File: src/rtl/flux_asm_pkg.sv
package flux_asm_pkg;

    localparam int BYTE_W = 8;

    typedef logic [BYTE_W-1:0] byte_t;

    typedef enum logic [1:0] {
        EVT_NONE = 2'd0,
        EVT_ZERO = 2'd1,
        EVT_ONE  = 2'd2
    } cell_evt_t;

    typedef struct packed {
        byte_t sr;
    } framer_st_t;

    typedef struct packed {
        byte_t data;
    } holder_st_t;

endpackage

File: src/rtl/flux_cell_timer.sv
module flux_cell_timer
    import flux_asm_pkg::*;
#(
    parameter int CELL_W = 6
) (
    input  logic              clk,
    input  logic              rst_n,
    input  logic              read_en,
    input  logic              flux_pulse,
    input  logic [CELL_W-1:0] cell_len,
    output cell_evt_t         evt
);

    localparam int CNT_W = CELL_W + 1;

    typedef struct packed {
        logic [CNT_W-1:0] cnt;
    } timer_st_t;

    timer_st_t st_q, st_d;

    logic [CNT_W-1:0] margin;
    logic [CNT_W-1:0] len_ext;
    logic [CNT_W-1:0] limit;
    logic [CNT_W-1:0] cnt_inc;
    cell_evt_t        evt_d;

    always_comb begin
        len_ext = {1'b0, cell_len};
        margin  = len_ext >> 1;
        limit   = len_ext + margin;
        cnt_inc = st_q.cnt + 1'b1;
        st_d    = st_q;
        evt_d   = EVT_NONE;
        if (!read_en) begin
            st_d.cnt = '0;
        end else if (flux_pulse && (st_q.cnt >= margin)) begin
            evt_d    = EVT_ONE;
            st_d.cnt = '0;
        end else if (cnt_inc >= limit) begin
            evt_d    = EVT_ZERO;
            st_d.cnt = cnt_inc - len_ext;
        end else begin
            st_d.cnt = cnt_inc;
        end
    end

    assign evt = evt_d;

    always_ff @(posedge clk) begin
        if (!rst_n) st_q <= '0;
        else        st_q <= st_d;
    end

    // an early pulse neither restarts nor disturbs the count
    p_early_ignored_r2: assert property (@(posedge clk) disable iff (!rst_n)
        (read_en && flux_pulse && (st_q.cnt < margin) && (cnt_inc < limit))
        |=> (st_q.cnt == $past(st_q.cnt) + 1'b1));

    // an accepted pulse restarts the count
    p_one_restarts_r3: assert property (@(posedge clk) disable iff (!rst_n)
        (evt == EVT_ONE) |=> (st_q.cnt == '0));

    // a zero leaves the count at the margin of a stable cell length
    p_zero_slides_r4: assert property (@(posedge clk) disable iff (!rst_n)
        (evt == EVT_ZERO) ##1 $stable(cell_len) |-> (st_q.cnt == margin));

    // idle read mode keeps the count cleared
    p_idle_clear_r7: assert property (@(posedge clk) disable iff (!rst_n)
        !read_en |=> (st_q.cnt == '0));

endmodule

File: src/rtl/flux_shift_framer.sv
module flux_shift_framer
    import flux_asm_pkg::*;
(
    input  logic      clk,
    input  logic      rst_n,
    input  logic      read_en,
    input  cell_evt_t evt,
    output logic      frame_done,
    output byte_t     frame_byte
);

    framer_st_t st_q, st_d;
    byte_t      shifted;

    always_comb begin
        st_d       = st_q;
        frame_done = 1'b0;
        shifted    = {st_q.sr[BYTE_W-2:0], (evt == EVT_ONE)};
        frame_byte = shifted;
        if (!read_en) begin
            st_d.sr = '0;
        end else if (evt != EVT_NONE) begin
            if (shifted[BYTE_W-1]) begin
                frame_done = 1'b1;
                st_d.sr    = '0;
            end else begin
                st_d.sr = shifted;
            end
        end
    end

    always_ff @(posedge clk) begin
        if (!rst_n) st_q <= '0;
        else        st_q <= st_d;
    end

    // the assembly register is empty after a byte is framed
    p_clear_on_frame_r5: assert property (@(posedge clk) disable iff (!rst_n)
        frame_done |=> (st_q.sr == '0));

    // bit 7 of the assembly register never rests at 1
    p_top_never_held_r5: assert property (@(posedge clk) disable iff (!rst_n)
        1'b1 |-> !st_q.sr[BYTE_W-1]);

    // idle read mode keeps the assembly register empty
    p_idle_empty_r7: assert property (@(posedge clk) disable iff (!rst_n)
        !read_en |=> (st_q.sr == '0));

endmodule

File: src/rtl/flux_data_holder.sv
module flux_data_holder
    import flux_asm_pkg::*;
(
    input  logic  clk,
    input  logic  rst_n,
    input  logic  load,
    input  byte_t load_byte,
    input  logic  rd,
    output byte_t data
);

    holder_st_t st_q, st_d;

    always_comb begin
        st_d = st_q;
        if (load)                        st_d.data = load_byte;
        else if (rd && st_q.data[BYTE_W-1]) st_d.data = '0;
    end

    assign data = st_q.data;

    always_ff @(posedge clk) begin
        if (!rst_n) st_q <= '0;
        else        st_q <= st_d;
    end

    // a read of a full register empties it when no byte arrives
    p_read_clear_r6: assert property (@(posedge clk) disable iff (!rst_n)
        (rd && data[BYTE_W-1] && !load) |=> (data == '0));

    // a loaded byte is always visible, whatever was there before
    p_load_visible_r8: assert property (@(posedge clk) disable iff (!rst_n)
        load |=> (data == $past(load_byte)));

    // with no load and no read the register holds
    p_hold_r7: assert property (@(posedge clk) disable iff (!rst_n)
        (!load && !rd) |=> $stable(data));

endmodule

File: src/rtl/flux_byte_asm.sv
module flux_byte_asm
    import flux_asm_pkg::*;
#(
    parameter int CELL_W = 6
) (
    input  logic              clk,
    input  logic              rst_n,
    input  logic              read_en,
    input  logic              flux_pulse,
    input  logic [CELL_W-1:0] cell_len,
    input  logic              data_rd,
    output logic [7:0]        data_out
);

    cell_evt_t evt;
    logic      frame_done;
    byte_t     frame_byte;
    byte_t     held;

    flux_cell_timer #(.CELL_W(CELL_W)) u_timer (
        .clk        (clk),
        .rst_n      (rst_n),
        .read_en    (read_en),
        .flux_pulse (flux_pulse),
        .cell_len   (cell_len),
        .evt        (evt)
    );

    flux_shift_framer u_framer (
        .clk        (clk),
        .rst_n      (rst_n),
        .read_en    (read_en),
        .evt        (evt),
        .frame_done (frame_done),
        .frame_byte (frame_byte)
    );

    flux_data_holder u_holder (
        .clk       (clk),
        .rst_n     (rst_n),
        .load      (frame_done),
        .load_byte (frame_byte),
        .rd        (data_rd),
        .data      (held)
    );

    assign data_out = held;

    // every framed byte reaches the port with bit 7 set
    p_framed_top_r5: assert property (@(posedge clk) disable iff (!rst_n)
        frame_done |=> data_out[7]);

    // no events are produced while read mode is off
    p_no_evt_idle_r7: assert property (@(posedge clk) disable iff (!rst_n)
        !read_en |-> (evt == EVT_NONE));

endmodule

File: config.mk
export PLATFORM = sky130hd
export DESIGN_NAME = flux_byte_asm
export DESIGN_NICKNAME = d
export VERILOG_FILES = /design/src/rtl/flux_asm_pkg.sv /design/src/rtl/flux_cell_timer.sv /design/src/rtl/flux_shift_framer.sv /design/src/rtl/flux_data_holder.sv /design/src/rtl/flux_byte_asm.sv
export SDC_FILE = /design/constraint.sdc
export NUM_CORES = 1
export LEC_CHECK = 0
export BUFFER_PORTS_ARGS = -buffer_cell sky130_fd_sc_hd__clkbuf_2
export CORE_MARGIN = 2
export CORE_UTILIZATION = 45
export DETAILED_ROUTE_END_ITERATION = 6
export PLACE_DENSITY = 0.64
export SYNTH_ARGS = -nofsm -noshare
export SYNTH_HDL_FRONTEND = slang
export SYNTH_SLANG_ARGS = --single-unit
File: constraint.sdc
create_clock -name clk -period 6.6 [get_ports clk]
set_input_delay 1.32 -clock clk [delete_from_list [all_inputs] [get_ports clk]]
set_output_delay 1.32 -clock clk [all_outputs]
set_load 0.05 [all_outputs]
==> results.json <==
{
  "wirelength_mm": 3.239,
  "wl_per_cell_um": 12.46,
  "slew_viol_final": 0,
  "syn_nets": 234,
  "synth.avg_cell_area_um2": 8.656,
  "slew_headroom": 0.5496,
  "critical_path_arrival_ps": 4180,
  "htreeDepth": 1,
  "critPathLaunch": "cell_len[1]",
  "postRouteAntennaNets": 0,
  "synth.top_cell.area_share": 0.2596,
  "seq_power_share": 0.464,
  "route.detailed.vias_per_inst": 5.312,
  "drt_iter0_drc": 35,
  "cp_max_fo": 19,
  "hold_class": "flip-flop to flip-flop",
  "synth_edf_count": 0,
  "setup_tns_ps": 0,
  "power_density_mw_per_mm2": 159.4,
  "cp.required_ps": 6760,
  "start_kind": "input port",
  "r2r_setup_slack_ps": 3690,
  "cts_made_buffers": 3,
  "netlist_top_cells_count": "nand2_1 (27), ha_1 (25), dfxtp_1 (22)",
  "drt_pre_antenna_iters": 4,
  "root_buffer": "clkbuf_8",
  "p_total_uw": 295.0,
  "initial_core_util": 0.4669,
  "synth_top_cell_by_area": "dfxtp_1",
  "p_sw_uw": 87.35,
  "clkPwrFrac": 0.272,
  "core_mm2": 0.003633,
  "antenna_cells": 0,
  "place_hpwl_mm": 2.541,
  "rsz0062_at_grt": "false",
  "area_growth_pct": 9.071,
  "cap_violations": 0,
  "drive_gt1_frac": 0.1226,
  "fin_crit_ps": 4025,
  "end_kind": "flip-flop",
  "clock_sinks": 22,
  "ys_seq_area_frac": 0.2596,
  "ys.flop_type": "dfxtp_1",
  "final_cell_area_mm2": 0.001851,
  "synth-seq-cells": 22,
  "fin_util": 0.5093,
  "worstReg2RegStart": "u_timer.st_q[0]$_SDFF_PP0_",
  "grt_pass1_wl_mm": 5.809,
  "cts_resized": 0,
  "overflow": 0,
  "portBuffers": 18,
  "combPwrFrac": 0.264,
  "grt_pass1_vias": 1373,
  "pin_count": 19,
  "vias": 1381,
  "hold_violations": 0,
  "critPathCapture": "u_holder.data[7]$_SDFFE_PN0P_",
  "synth_area_leaders": "dfxtp_1 (26%), ha_1 (18%), nand2_1 (6.0%), a21oi_1 (5.0%), mux2i_1 (3.5%)",
  "gp_congestion": 0.7883,
  "cts_hold_buffers": 0,
  "tritoncts": "built",
  "worstMarginPinSlew_ps": 675.6,
  "ys_async_sr_fraction": 0,
  "hp-start": "u_holder.data[6]$_SDFFE_PN0P_",
  "worst_r2r_path_depth": 10,
  "nNetsFinal": 252,
  "clkTransAtPathRegs_ps": 70,
  "p_int_uw": 207.7,
  "die_y_um": 65.40,
  "finalCritPeriodShare": 0.6099,
  "synth_area_mm2": 0.001697,
  "setup_viol": 0,
  "grt_max_degree": 20,
  "finClkSkew_ps": 1.413,
  "critical_path_class": "input port to flip-flop",
  "grt_util_all_layers": 0.1672,
  "drc": 0,
  "rows": 22,
  "clock_latency_ps": 250,
  "postCtsSetupBuffers": 0,
  "synth_cells": 196,
  "ctsLongestPathBuffers": 2,
  "antenna_found_initial": 0,
  "ir_drop_mv": 0.1026,
  "fmax_ghz": 0.2484,
  "r2r_end": "u_holder.data[7]$_SDFFE_PN0P_",
  "yosys_warnings": 0,
  "leakage_uw": 0.0007753,
  "synth_most_common_cell": "nand2_1",
  "status": "complete, no violations",
  "die_x_um": 65.40,
  "ys_types": 41,
  "swShare": 0.2961,
  "dpl_cell_area_mm2": 0.001809,
  "die_area_mm2": 0.004277
}
## worst min path at each step
stage                                                to  depth (start not counted)
final                     u_holder.data[6]$_SDFFE_PN0P_                          2
after global routing      u_holder.data[6]$_SDFFE_PN0P_                          2
after CTS                 u_holder.data[4]$_SDFFE_PN0P_                          2
after detailed placement  u_holder.data[3]$_SDFFE_PN0P_                          2
after global placement    u_holder.data[3]$_SDFFE_PN0P_                          2
after floorplan           u_holder.data[1]$_SDFFE_PN0P_                          2
## routing by layer
layer	global-route usage	share of wire
met1	0.2148	0.48
met2	0.3036	0.49
met3	0.01712	0.025
met4	0.03125	0.0065
met5	0	0
## through the flow
stage	cells	worst slack, ps	hold slack [ps]
2_1_floorplan	196	2899	451.3
3_3_place_gp	257	2339	447.1
3_5_place_dp	257	2300	445.2
4_1_cts	260	2563	462.3
5_1_grt	260	2343	477.8
6_report	260	2575	460.3
## power by group through the flow
stage / clock [uW] / combinational, uW / sequential, uW
floorplan: 0 / 62.5 / 139
CTS: 82.4 / 78.7 / 137
global route: 89.6 / 90.0 / 137
global placement: 0 / 77.1 / 140
finish: 80.3 / 77.7 / 137
detailed placement: 0 / 78.2 / 140
## critical path, stage by stage
cell and delay (ps):
clkbuf_2 130, ha_1 220, fa_1 400, a21o_1 200, a21o_1 190, a21oi_1 150, ha_1 270, a21oi_1 140
o21a_1 150, o21a_1 560, a21oi_4 210, o21a_1 220
## flip-flops by register name, summed over array words and instances (netlist names)
signal / count
u_framer.st_q: 7
u_holder.data: 8
u_timer.st_q: 7
## cells in the final DEF, fill, tap and decap left out, types with 2 or more instances in the layout
cell type and n:
xor2_1 4, nand2b_1 2, clkbuf_2 18, nor2_1 6
dfxtp_1 22, a211oi_1 4, a31oi_1 2, a21oi_1 17
fa_1 2, ha_1 25, a211o_1 6, nand4_1 2
o21a_1 4, inv_1 15, xnor2_1 6, clkbuf_8 3
a21o_1 6, nand3_1 10, nor2b_1 3, mux2i_1 6
nand2_1 27, a21boi_1 2, o21ai_0 3
## final cells by class
cell class | count | area [um2]
fill | 373 | 1783
multi-input combinational | 154 | 1162
sequential | 22 | 440.4
timing repair buffer | 18 | 90.09
tap | 48 | 60.06
inverter | 15 | 56.30
clock buffer | 3 | 41.29
## cells by family (layout without fill, tap and decap cells)
family	Yosys count	in the layout	synth area share
buffers and inverters	20	36	0.05531
AND/OR/NAND/NOR	58	58	0.1659
flip-flops	22	22	0.2596
AO/OA/AOI/OAI	53	53	0.2242
multiplexers	6	6	0.03540
adder cells (fa/ha/maj)	27	27	0.2080
XOR/XNOR	10	10	0.05162
No activity file was read; power rests on OpenSTA's default activity.
